## config.mk

```make
export PLATFORM = sky130hd
export DESIGN_NAME = tw_eeprom
export DESIGN_NICKNAME = d
export VERILOG_FILES = /design/src/rtl/eep_pkg.sv /design/src/rtl/eep_sync.sv /design/src/rtl/eep_cmd.sv /design/src/rtl/eep_prog.sv /design/src/rtl/eep_array.sv /design/src/rtl/tw_eeprom.sv
export SDC_FILE = /design/constraint.sdc
export NUM_CORES = 2
export LEC_CHECK = 0
export BUFFER_PORTS_ARGS = -buffer_cell sky130_fd_sc_hd__buf_2
export CAP_MARGIN = 10
export CORE_MARGIN = 4
export CORE_UTILIZATION = 48
export DETAILED_ROUTE_END_ITERATION = 6
export SYNTH_ARGS = -nofsm -noshare
export SYNTH_HDL_FRONTEND = slang
export SYNTH_HIERARCHICAL = 1
export SYNTH_SLANG_ARGS = --single-unit
```

## constraint.sdc

```tcl
create_clock -name clk -period 3.9 [get_ports clk]
set_input_delay 0.585 -clock clk [delete_from_list [all_inputs] [get_ports clk]]
set_output_delay 0.585 -clock clk [all_outputs]
set_load 0.02 [all_outputs]
```

## src/rtl/eep_pkg.sv

```systemverilog
package eep_pkg;

    typedef enum logic [2:0] {
        ST_IDLE,
        ST_HDR,
        ST_DATA,
        ST_READ,
        ST_DONE
    } cmd_state_e;

    // primary opcodes
    localparam logic [1:0] OPC_EXT   = 2'b00;
    localparam logic [1:0] OPC_WRITE = 2'b01;
    localparam logic [1:0] OPC_READ  = 2'b10;
    localparam logic [1:0] OPC_ERASE = 2'b11;

    // sub-codes carried in the top two address bits when opcode is OPC_EXT
    localparam logic [1:0] EXT_WDIS  = 2'b00;
    localparam logic [1:0] EXT_FILL  = 2'b01;
    localparam logic [1:0] EXT_CLEAR = 2'b10;
    localparam logic [1:0] EXT_WEN   = 2'b11;

endpackage

```

## src/rtl/eep_sync.sv

```systemverilog
module eep_sync #(
    parameter int STAGES = 2
) (
    input  logic clk,
    input  logic rst_n,
    input  logic cs_i,
    input  logic sck_i,
    input  logic din_i,
    output logic cs_s,
    output logic din_s,
    output logic sck_rise,
    output logic cs_rise
);

    typedef struct packed {
        logic [STAGES-1:0] cs;
        logic [STAGES-1:0] sck;
        logic [STAGES-1:0] din;
        logic              sck_prev;
        logic              cs_prev;
    } sync_t;

    sync_t q, d;

    always_comb begin
        d          = q;
        d.cs       = {q.cs[STAGES-2:0], cs_i};
        d.sck      = {q.sck[STAGES-2:0], sck_i};
        d.din      = {q.din[STAGES-2:0], din_i};
        d.sck_prev = q.sck[STAGES-1];
        d.cs_prev  = q.cs[STAGES-1];
    end

    always_ff @(posedge clk or negedge rst_n) begin
        if (!rst_n) q <= '0;
        else        q <= d;
    end

    assign cs_s     = q.cs[STAGES-1];
    assign din_s    = q.din[STAGES-1];
    assign sck_rise = q.sck[STAGES-1] & ~q.sck_prev;
    assign cs_rise  = q.cs[STAGES-1] & ~q.cs_prev;

endmodule

```

## src/rtl/eep_cmd.sv

```systemverilog
module eep_cmd
    import eep_pkg::*;
#(
    parameter int ADDR_W = 7,
    parameter int DATA_W = 8
) (
    input  logic              clk,
    input  logic              rst_n,
    input  logic              cs_s,
    input  logic              din_s,
    input  logic              sck_rise,
    input  logic              cs_rise,
    input  logic              prog_busy,
    input  logic [DATA_W-1:0] rd_data,
    output logic [ADDR_W-1:0] rd_addr,
    output logic              prog_start,
    output logic              prog_all,
    output logic [ADDR_W-1:0] prog_addr,
    output logic [DATA_W-1:0] prog_data,
    output logic              wen_o,
    output logic              dout_o,
    output logic              dout_en_o
);

    localparam int HDR_W   = 2 + ADDR_W;
    localparam int CNT_MAX = (HDR_W > DATA_W) ? HDR_W : DATA_W;
    localparam int CNT_W   = $clog2(CNT_MAX);

    typedef struct packed {
        cmd_state_e        state;
        logic [CNT_W-1:0]  cnt;
        logic [HDR_W-1:0]  hdr;
        logic [DATA_W-1:0] dat;
        logic [DATA_W-1:0] rsh;
        logic              rd_bit;
        logic              rd_en;
        logic              st_show;
        logic              wen;
        logic              start;
        logic              all;
        logic [ADDR_W-1:0] paddr;
        logic [DATA_W-1:0] pdata;
    } cmd_t;

    cmd_t q, d;

    logic [HDR_W-1:0]  hdr_nx;
    logic [DATA_W-1:0] dat_nx;
    logic [1:0]        op_nx;
    logic [1:0]        ext_nx;

    assign hdr_nx  = {q.hdr[HDR_W-2:0], din_s};
    assign dat_nx  = {q.dat[DATA_W-2:0], din_s};
    assign op_nx   = hdr_nx[HDR_W-1 -: 2];
    assign ext_nx  = hdr_nx[ADDR_W-1 -: 2];
    assign rd_addr = hdr_nx[ADDR_W-1:0];

    always_comb begin
        d       = q;
        d.start = 1'b0;
        if (!cs_s) begin
            d.state   = ST_IDLE;
            d.cnt     = '0;
            d.rd_en   = 1'b0;
            d.st_show = 1'b0;
        end else begin
            unique case (q.state)
                ST_IDLE: begin
                    if (cs_rise && prog_busy) d.st_show = 1'b1;
                    if (sck_rise && din_s && !prog_busy) begin
                        d.state   = ST_HDR;
                        d.cnt     = '0;
                        d.st_show = 1'b0;
                    end
                end
                ST_HDR: begin
                    if (sck_rise) begin
                        d.hdr = hdr_nx;
                        if (q.cnt == CNT_W'(HDR_W - 1)) begin
                            d.cnt   = '0;
                            d.state = ST_DONE;
                            unique case (op_nx)
                                OPC_READ: begin
                                    d.state = ST_READ;
                                    d.rsh   = rd_data;
                                end
                                OPC_WRITE: d.state = ST_DATA;
                                OPC_ERASE: begin
                                    if (q.wen) begin
                                        d.start = 1'b1;
                                        d.all   = 1'b0;
                                        d.paddr = hdr_nx[ADDR_W-1:0];
                                        d.pdata = '1;
                                    end
                                end
                                default: begin
                                    unique case (ext_nx)
                                        EXT_WEN:  d.wen = 1'b1;
                                        EXT_WDIS: d.wen = 1'b0;
                                        EXT_FILL: d.state = ST_DATA;
                                        EXT_CLEAR: begin
                                            if (q.wen) begin
                                                d.start = 1'b1;
                                                d.all   = 1'b1;
                                                d.paddr = '0;
                                                d.pdata = '1;
                                            end
                                        end
                                    endcase
                                end
                            endcase
                        end else begin
                            d.cnt = q.cnt + 1'b1;
                        end
                    end
                end
                ST_DATA: begin
                    if (sck_rise) begin
                        d.dat = dat_nx;
                        if (q.cnt == CNT_W'(DATA_W - 1)) begin
                            d.cnt   = '0;
                            d.state = ST_DONE;
                            if (q.wen) begin
                                d.start = 1'b1;
                                d.all   = (q.hdr[HDR_W-1 -: 2] == OPC_EXT);
                                d.paddr = q.hdr[ADDR_W-1:0];
                                d.pdata = dat_nx;
                            end
                        end else begin
                            d.cnt = q.cnt + 1'b1;
                        end
                    end
                end
                ST_READ: begin
                    if (sck_rise) begin
                        d.rd_bit = q.rsh[DATA_W-1];
                        d.rd_en  = 1'b1;
                        d.rsh    = {q.rsh[DATA_W-2:0], 1'b0};
                        if (q.cnt == CNT_W'(DATA_W - 1)) begin
                            d.cnt   = '0;
                            d.state = ST_DONE;
                        end else begin
                            d.cnt = q.cnt + 1'b1;
                        end
                    end
                end
                default: begin
                    // ST_DONE: wait for chip select to cycle
                end
            endcase
        end
    end

    always_ff @(posedge clk or negedge rst_n) begin
        if (!rst_n) begin
            q       <= '0;
            q.state <= ST_IDLE;
        end else begin
            q <= d;
        end
    end

    assign prog_start = q.start;
    assign prog_all   = q.all;
    assign prog_addr  = q.paddr;
    assign prog_data  = q.pdata;
    assign wen_o      = q.wen;
    assign dout_en_o  = q.rd_en | q.st_show;
    assign dout_o     = q.st_show ? ~prog_busy : q.rd_bit;

endmodule

```

## src/rtl/eep_prog.sv

```systemverilog
module eep_prog #(
    parameter int ADDR_W      = 7,
    parameter int DATA_W      = 8,
    parameter int PROG_CYCLES = 1000
) (
    input  logic              clk,
    input  logic              rst_n,
    input  logic              start,
    input  logic              req_all,
    input  logic [ADDR_W-1:0] req_addr,
    input  logic [DATA_W-1:0] req_data,
    output logic              busy,
    output logic              wr_en,
    output logic              wr_all,
    output logic [ADDR_W-1:0] wr_addr,
    output logic [DATA_W-1:0] wr_data
);

    localparam int TW = $clog2(PROG_CYCLES + 1);

    typedef struct packed {
        logic [TW-1:0]     cnt;
        logic              all;
        logic [ADDR_W-1:0] addr;
        logic [DATA_W-1:0] data;
    } prog_t;

    prog_t q, d;

    always_comb begin
        d = q;
        if (q.cnt == '0) begin
            if (start) begin
                d.cnt  = TW'(PROG_CYCLES);
                d.all  = req_all;
                d.addr = req_addr;
                d.data = req_data;
            end
        end else begin
            d.cnt = q.cnt - 1'b1;
        end
    end

    always_ff @(posedge clk or negedge rst_n) begin
        if (!rst_n) q <= '0;
        else        q <= d;
    end

    assign busy    = (q.cnt != '0);
    assign wr_en   = (q.cnt == TW'(1));
    assign wr_all  = q.all;
    assign wr_addr = q.addr;
    assign wr_data = q.data;

endmodule

```

## src/rtl/eep_array.sv

```systemverilog
module eep_array #(
    parameter int ADDR_W = 7,
    parameter int DATA_W = 8
) (
    input  logic              clk,
    input  logic              rst_n,
    input  logic              wr_en,
    input  logic              wr_all,
    input  logic [ADDR_W-1:0] wr_addr,
    input  logic [DATA_W-1:0] wr_data,
    input  logic [ADDR_W-1:0] rd_addr,
    output logic [DATA_W-1:0] rd_data
);

    localparam int DEPTH = 1 << ADDR_W;

    logic [DEPTH*DATA_W-1:0] flat;

    for (genvar g = 0; g < DEPTH; g++) begin : g_cell
        logic [DATA_W-1:0] cell_q, cell_d;

        always_comb begin
            cell_d = cell_q;
            if (wr_en && (wr_all || wr_addr == ADDR_W'(g))) cell_d = wr_data;
        end

        always_ff @(posedge clk or negedge rst_n) begin
            if (!rst_n) cell_q <= '1;
            else        cell_q <= cell_d;
        end

        assign flat[g*DATA_W +: DATA_W] = cell_q;
    end

    assign rd_data = flat[rd_addr*DATA_W +: DATA_W];

endmodule

```

## src/rtl/tw_eeprom.sv

```systemverilog
module tw_eeprom #(
    parameter int ADDR_W      = 7,
    parameter int DATA_W      = 8,
    parameter int PROG_CYCLES = 1000,
    parameter int SYNC_STAGES = 2
) (
    input  logic clk,
    input  logic rst_n,
    input  logic cs_i,
    input  logic sck_i,
    input  logic din_i,
    output logic dout_o,
    output logic dout_en_o
);

    logic              cs_s, din_s, sck_rise, cs_rise;
    logic [ADDR_W-1:0] rd_addr;
    logic [DATA_W-1:0] rd_data;
    logic              prog_start, prog_all, prog_busy, wen_st;
    logic [ADDR_W-1:0] prog_addr;
    logic [DATA_W-1:0] prog_data;
    logic              wr_en, wr_all;
    logic [ADDR_W-1:0] wr_addr;
    logic [DATA_W-1:0] wr_data;

    eep_sync #(.STAGES(SYNC_STAGES)) u_sync (
        .clk      (clk),
        .rst_n    (rst_n),
        .cs_i     (cs_i),
        .sck_i    (sck_i),
        .din_i    (din_i),
        .cs_s     (cs_s),
        .din_s    (din_s),
        .sck_rise (sck_rise),
        .cs_rise  (cs_rise)
    );

    eep_cmd #(.ADDR_W(ADDR_W), .DATA_W(DATA_W)) u_cmd (
        .clk        (clk),
        .rst_n      (rst_n),
        .cs_s       (cs_s),
        .din_s      (din_s),
        .sck_rise   (sck_rise),
        .cs_rise    (cs_rise),
        .prog_busy  (prog_busy),
        .rd_data    (rd_data),
        .rd_addr    (rd_addr),
        .prog_start (prog_start),
        .prog_all   (prog_all),
        .prog_addr  (prog_addr),
        .prog_data  (prog_data),
        .wen_o      (wen_st),
        .dout_o     (dout_o),
        .dout_en_o  (dout_en_o)
    );

    eep_prog #(.ADDR_W(ADDR_W), .DATA_W(DATA_W), .PROG_CYCLES(PROG_CYCLES)) u_prog (
        .clk      (clk),
        .rst_n    (rst_n),
        .start    (prog_start),
        .req_all  (prog_all),
        .req_addr (prog_addr),
        .req_data (prog_data),
        .busy     (prog_busy),
        .wr_en    (wr_en),
        .wr_all   (wr_all),
        .wr_addr  (wr_addr),
        .wr_data  (wr_data)
    );

    eep_array #(.ADDR_W(ADDR_W), .DATA_W(DATA_W)) u_array (
        .clk     (clk),
        .rst_n   (rst_n),
        .wr_en   (wr_en),
        .wr_all  (wr_all),
        .wr_addr (wr_addr),
        .wr_data (wr_data),
        .rd_addr (rd_addr),
        .rd_data (rd_data)
    );

endmodule

```

# After elaboration in Yosys (flattened, before gate mapping)

Index checks and enable logic that the tools add are counted.

Flip-flop bits (word level): 1110
Input bits: 5
Output and inout port bits: 2
Word-level logic and storage cells: 640

$add $sub $neg: 2
Equality and inequality tests: 160
Shift-type cells: 1
Multiplexer cells: 37
Bitwise gates (word level): 7
Reduce and logical (&&, ||, !) cells: 283

Operators by type and width:

| cell                                                                    | number |
|---|---|
| 1024-bit by 11-bit indexed part select with 8-bit output                | 1 |
| 7-bit equality test, second input constant                              | 64 |
| 7-bit by 6-bit equality test with 1-bit output, second input constant   | 32 |
| 1-bit logical AND                                                       | 131 |
| 1-bit logical OR                                                        | 128 |
| 17-bit 2-to-1 mux                                                       | 7 |
| 7-bit by 5-bit equality test with 1-bit output, second input constant   | 16 |
| 17-bit case mux with 2 select lines                                     | 2 |
| 7-bit by 4-bit equality test with 1-bit output, second input constant   | 8 |
| 18-bit 2-to-1 mux                                                       | 2 |
| 7-bit by 3-bit equality test with 1-bit output, second input constant   | 4 |
| 26-bit 2-to-1 mux                                                       | 1 |
| 8-bit 2-to-1 mux                                                        | 3 |
| 7-bit 2-to-1 mux                                                        | 3 |
| 7-bit case mux with 3 select lines                                      | 1 |
| 10-bit 2-to-1 mux                                                       | 2 |
| 2-bit by 1-bit inequality test with 1-bit output, second input constant | 10 |
| 6-bit AND reduction                                                     | 3 |
| 16-bit 2-to-1 mux                                                       | 1 |
| 8-bit case mux with 2 select lines                                      | 1 |
| 3-bit by 2-bit inequality test with 1-bit output, second input constant | 5 |
| 7-bit by 2-bit equality test with 1-bit output, second input constant   | 2 |
| 10-bit by 1-bit equality test with 1-bit output, second input constant  | 1 |
| 10-bit logical NOT                                                      | 1 |
| other kinds (34)                                                        | 61 |

# Depth between registers and ports, before layout

Word-level depth: 7
Mapped depth: 10
Depth with buffers taken out: 8

# Cells and area by module

Netlist, hierarchy kept.

Modules (own cells, without submodules):

| module    | instances | cells each | area each (um^2) |
|---|---|---|---|
| eep_array | 1         | 3005       | 49018.3 |
| eep_cmd   | 1         | 272        | 2900.3 |
| eep_prog  | 1         | 110        | 1331.3 |
| eep_sync  | 1         | 10         | 227.7 |

# Worst setup path after synthesis

Ideal clock, no wire load.

Path kind: register to register
From: register u_sync.q (netlist bit u_sync/din_s)
To: register u_cmd/q[22] (netlist bit)
Setup time: 0.140 ns
Arrival: 3.046 ns
Path slack: 0.714 ns
Cell stages (with the launch flop): 10
Period minus slack after synthesis: 3.186 ns
Cells stage by stage: dfrtp_1 -> buf_4 -> clkbuf_1 -> clkbuf_1 -> mux4_2 -> mux4_2 -> mux4_2 -> mux2_2 -> a21oi_1 -> o21ai_0

Cells in the longest elaborated chain, start to end: 5

Ends and longest elaborated chain:

| item                                                     | RTL line        | RTL |
|---|---|---|
| from (decl)                                              | eep_sync.sv:23  | `sync_t q, d;` |
| from (signal assigned)                                   | eep_sync.sv:35  | `if (!rst_n) q <= '0;` |
| from (signal assigned)                                   | eep_sync.sv:36  | `else q <= d;` |
| 1024-bit by 11-bit indexed part select with 8-bit output | eep_array.sv:35 | `assign rd_data = flat[rd_addr*DATA_W +: DATA_W];` |
| net rd_data[1]                                           | tw_eeprom.sv:18 | `logic [DATA_W-1:0] rd_data;` |
| 8-bit 2-to-1 mux                                         | eep_cmd.sv:82   | `unique case (op_nx)` |
| 8-bit 2-to-1 mux                                         | eep_cmd.sv:79   | `if (q.cnt == CNT_W'(HDR_W - 1)) begin` |
| 8-bit 2-to-1 mux                                         | eep_cmd.sv:77   | `if (sck_rise) begin` |
| 8-bit case mux with 2 select lines                       | eep_cmd.sv:67   | `unique case (q.state)` |
| to (decl)                                                | eep_cmd.sv:45   | `cmd_t q, d;` |

The timed path passes the listed nets, and every way through them passes these cells. The select of a mux whose other input is x is not followed.
A chain may end at the register's enable or synchronous reset.

# Worst setup path after layout

From: register u_sync.q (netlist bit u_sync/din_s)
To: register u_cmd/q[23] (netlist bit)

Same word-level chain as after synthesis.

==> out/metrics.csv <==
metric,value,unit
outcome,completed,
yosysTopAreaCell,dfstp_2,
cp_common_cell,mux4_2,
fmax,0.283,GHz
dr.pass1.iters,5,
crit_slowest_cell,dfrtp_4,
core-area,111000,um2
finalInstanceArea,59900,um2
synth_cells,3397,
post_cts_resized,0,
r2r_end,u_cmd/q[23],
antenna_left,0,
ys_seq_area_frac,0.543,
slowest_delay,0.64,ns
grt_pass1_wl,209000,um
nets,3363,
vias_per_cell,5.99,
path_max_fanout,28,
cts-buffers-inserted,120,
cp-end-kind,register,
drc,0,
min_period,3.53,ns
vias,29587,
clkTransAtPathRegs,0.06,ns
n_fill_cell,8743,
clock-sinks,1110,
rsz0062_at_grt,no,
cts-root-buf,clkbuf_16,
insertion_delay,0.72,ns
dp_hpwl,88200,um
min_to,u_sync/cs_s,
p_leak,0.0234,uW
port-buffer-count,6,
startpoint_type,register,
post-route-period-util,0.906,
cts_htree_levels,3,
required,4.45,ns
cts_hold_buf,4,
hold_class,reg -> reg,
cts_buffer_depth,3,
wirelength,135000,um
drt_iter0_drc,1862,
synth-warning-count,6,
finalClockSkew,0.0399,ns
p_per_area,407,nW/um2
wl_per_cell,27.3,um
tightest_slew,1.16,ns
synth-edff-count,0,
critPathKind,reg -> reg,
syn-cell-area,53500,um2
place_area,55700,um2
slew-limit-headroom,0.221,
synth_area_leaders,"dfstp_2, mux2_2, mux4_2",
area_growth_syn_to_layout,12.0,%
r2r_setup_slack,0.37,ns
gp_congestion,0.851,
antenna_found_initial,4,
fin_hold_ws,0.349,ns
maxSlewViolCount,0,
reg2reg_from,u_sync/din_s,
synth_top_cells_by_count,"mux2_2, dfstp_2, mux4_2",
finalHoldViolCount,0,
grt_overflow_total,0,
min_from,u_sync/d[7],
rows,122,
peakVddDrop,0.344,mV
yosysTopAreaCellShare,0.503,
post_cts_buffers,0,
grt.total_usage,0.235,
drive_gt1_frac,0.833,
synthFlopType,dfstp_2,
tritoncts,yes,
holdPathStages,0,
synth_cell_types,67,
synth.most_common_cell,mux2_2,
dieArea,117000,um2
crit_arrival,4.09,ns
fin_tns_setup,0,ns
ys_async_sr_fraction,1.00,
grt_max_degree,130,
rr_worst_depth,8,
grt_pass1_vias,32220,
ios,7,
die_x,342,um
synth-seq-cells,1110,
syn_nets,3415,
synth_area_per_cell,15.7,um2
path_cells,buf_12 -> buf_12 -> mux4_2 -> mux4_2 -> mux4_2 -> mux2_2 -> a21oi_1 -> o21ai_0,
start_util,0.483,
die_y,342,um
drv_cap,0,
finalSetupViolations,0,
## worst max-delay path, delay by kind of cell, from the launching register on
| kind | cells | cell delay, ns |
|---|---|---|
| buffers and inverters | 2 | 0.57 |
| DFF | 1 | 0.64 |
| AOI/OAI and AO/OA | 2 | 0.22 |
| muxes | 4 | 1.87 |
## report_power, final
group | internal [uW] | switching, uW | leakage, uW
clock network | 7140 | 4690 | 0.00205
registers | 11600 | 65.4 | 0.0117
logic | 333 | 552 | 0.00963
## layout make-up
class,instances,area (um2),share of cell area
clock buffers,183,3560,0.0594
repair buffers,202,1930,0.0323
flip-flops and latches,1110,29100,0.486
well taps,1488,1860,0.0311
multi-input cells,1886,22700,0.380
inverters,25,93.8,0.00157
diodes,3,7.51,0.000125
clock inverters,41,603,0.0101
## cell families (layout without fill, tap and decap cells)
kind of cell             after synthesis  after routing  synth area share
adder cells (fa/ha/maj)               13             13           0.00304
AO/OA/AOI/OAI                        199            199            0.0214
flip-flops                          1110           1110             0.543
XOR/XNOR                               1              1          0.000164
multiplexers                        1420           1420             0.370
buffers and inverters                401            451            0.0331
AND/OR/NAND/NOR                      253            253            0.0294
other                                  0              3                 0
## state kept, by name, indices dropped and copies added (netlist names)
name,count
u_cmd/prog_addr,7
u_cmd/wen_o,1
u_sync/cs_s,1
u_cmd/prog_start,1
u_cmd/rd_addr,6
u_sync/d,4
u_array/g_cell.cell_q,1024
u_prog/wr_all,1
u_prog/wr_addr,7
u_cmd/prog_all,1
u_cmd/hdr_nx,2
u_prog/q,10
u_sync/q,2
u_cmd/prog_data,8
u_sync/din_s,1
u_prog/wr_data,8
u_cmd/q,19
u_cmd/dat_nx,7
## cell usage in the layout, fill, tap and decap left out, types with 18 or more instances in the layout
cell,count
clkbuf_1,32
buf_12,33
nor2_1,49
dfrtp_1,73
nand2_1,23
o21ai_1,40
inv_1,25
nor2b_1,92
clkbuf_8,30
a21oi_1,106
clkbuf_16,121
mux4_2,336
dfstp_2,1024
clkinv_2,18
o21ai_0,19
buf_4,159
mux2_2,1069
## metal layers
layer  routed length [um]  share of wire  track usage
met2                65100           0.48        0.379
met4                 2980          0.022       0.0561
met3                 5870          0.044       0.0370
met5                   12       0.000089            0
met1                61100           0.45        0.337
## worst max path at each step
stage                  from  slack, ns  cells after the start          end
2_1_floorplan  u_sync/din_s       0.71                      9  u_cmd/q[22]
3_3_place_gp   u_sync/din_s       0.29                      8  u_cmd/q[23]
3_5_place_dp   u_sync/din_s       0.32                      8  u_cmd/q[23]
4_1_cts        u_prog/q[16]       0.31                      6       dout_o
5_1_grt        u_prog/q[17]       0.18                      6       dout_o
6_report       u_sync/din_s       0.37                      8  u_cmd/q[23]
## metrics by stage
stage,utilization,worst slack (ns),instances,total power (uW)
3_5_place_dp,0.503,0.315,4707,12700
3_3_place_gp,0.503,0.287,4707,12700
4_1_cts,0.541,0.306,4935,24700
6_report,0.541,0.366,4938,24400
5_1_grt,0.541,0.178,4935,25300
2_1_floorplan,-,0.714,3397,12200
No activity file was read; power rests on OpenSTA's default activity.
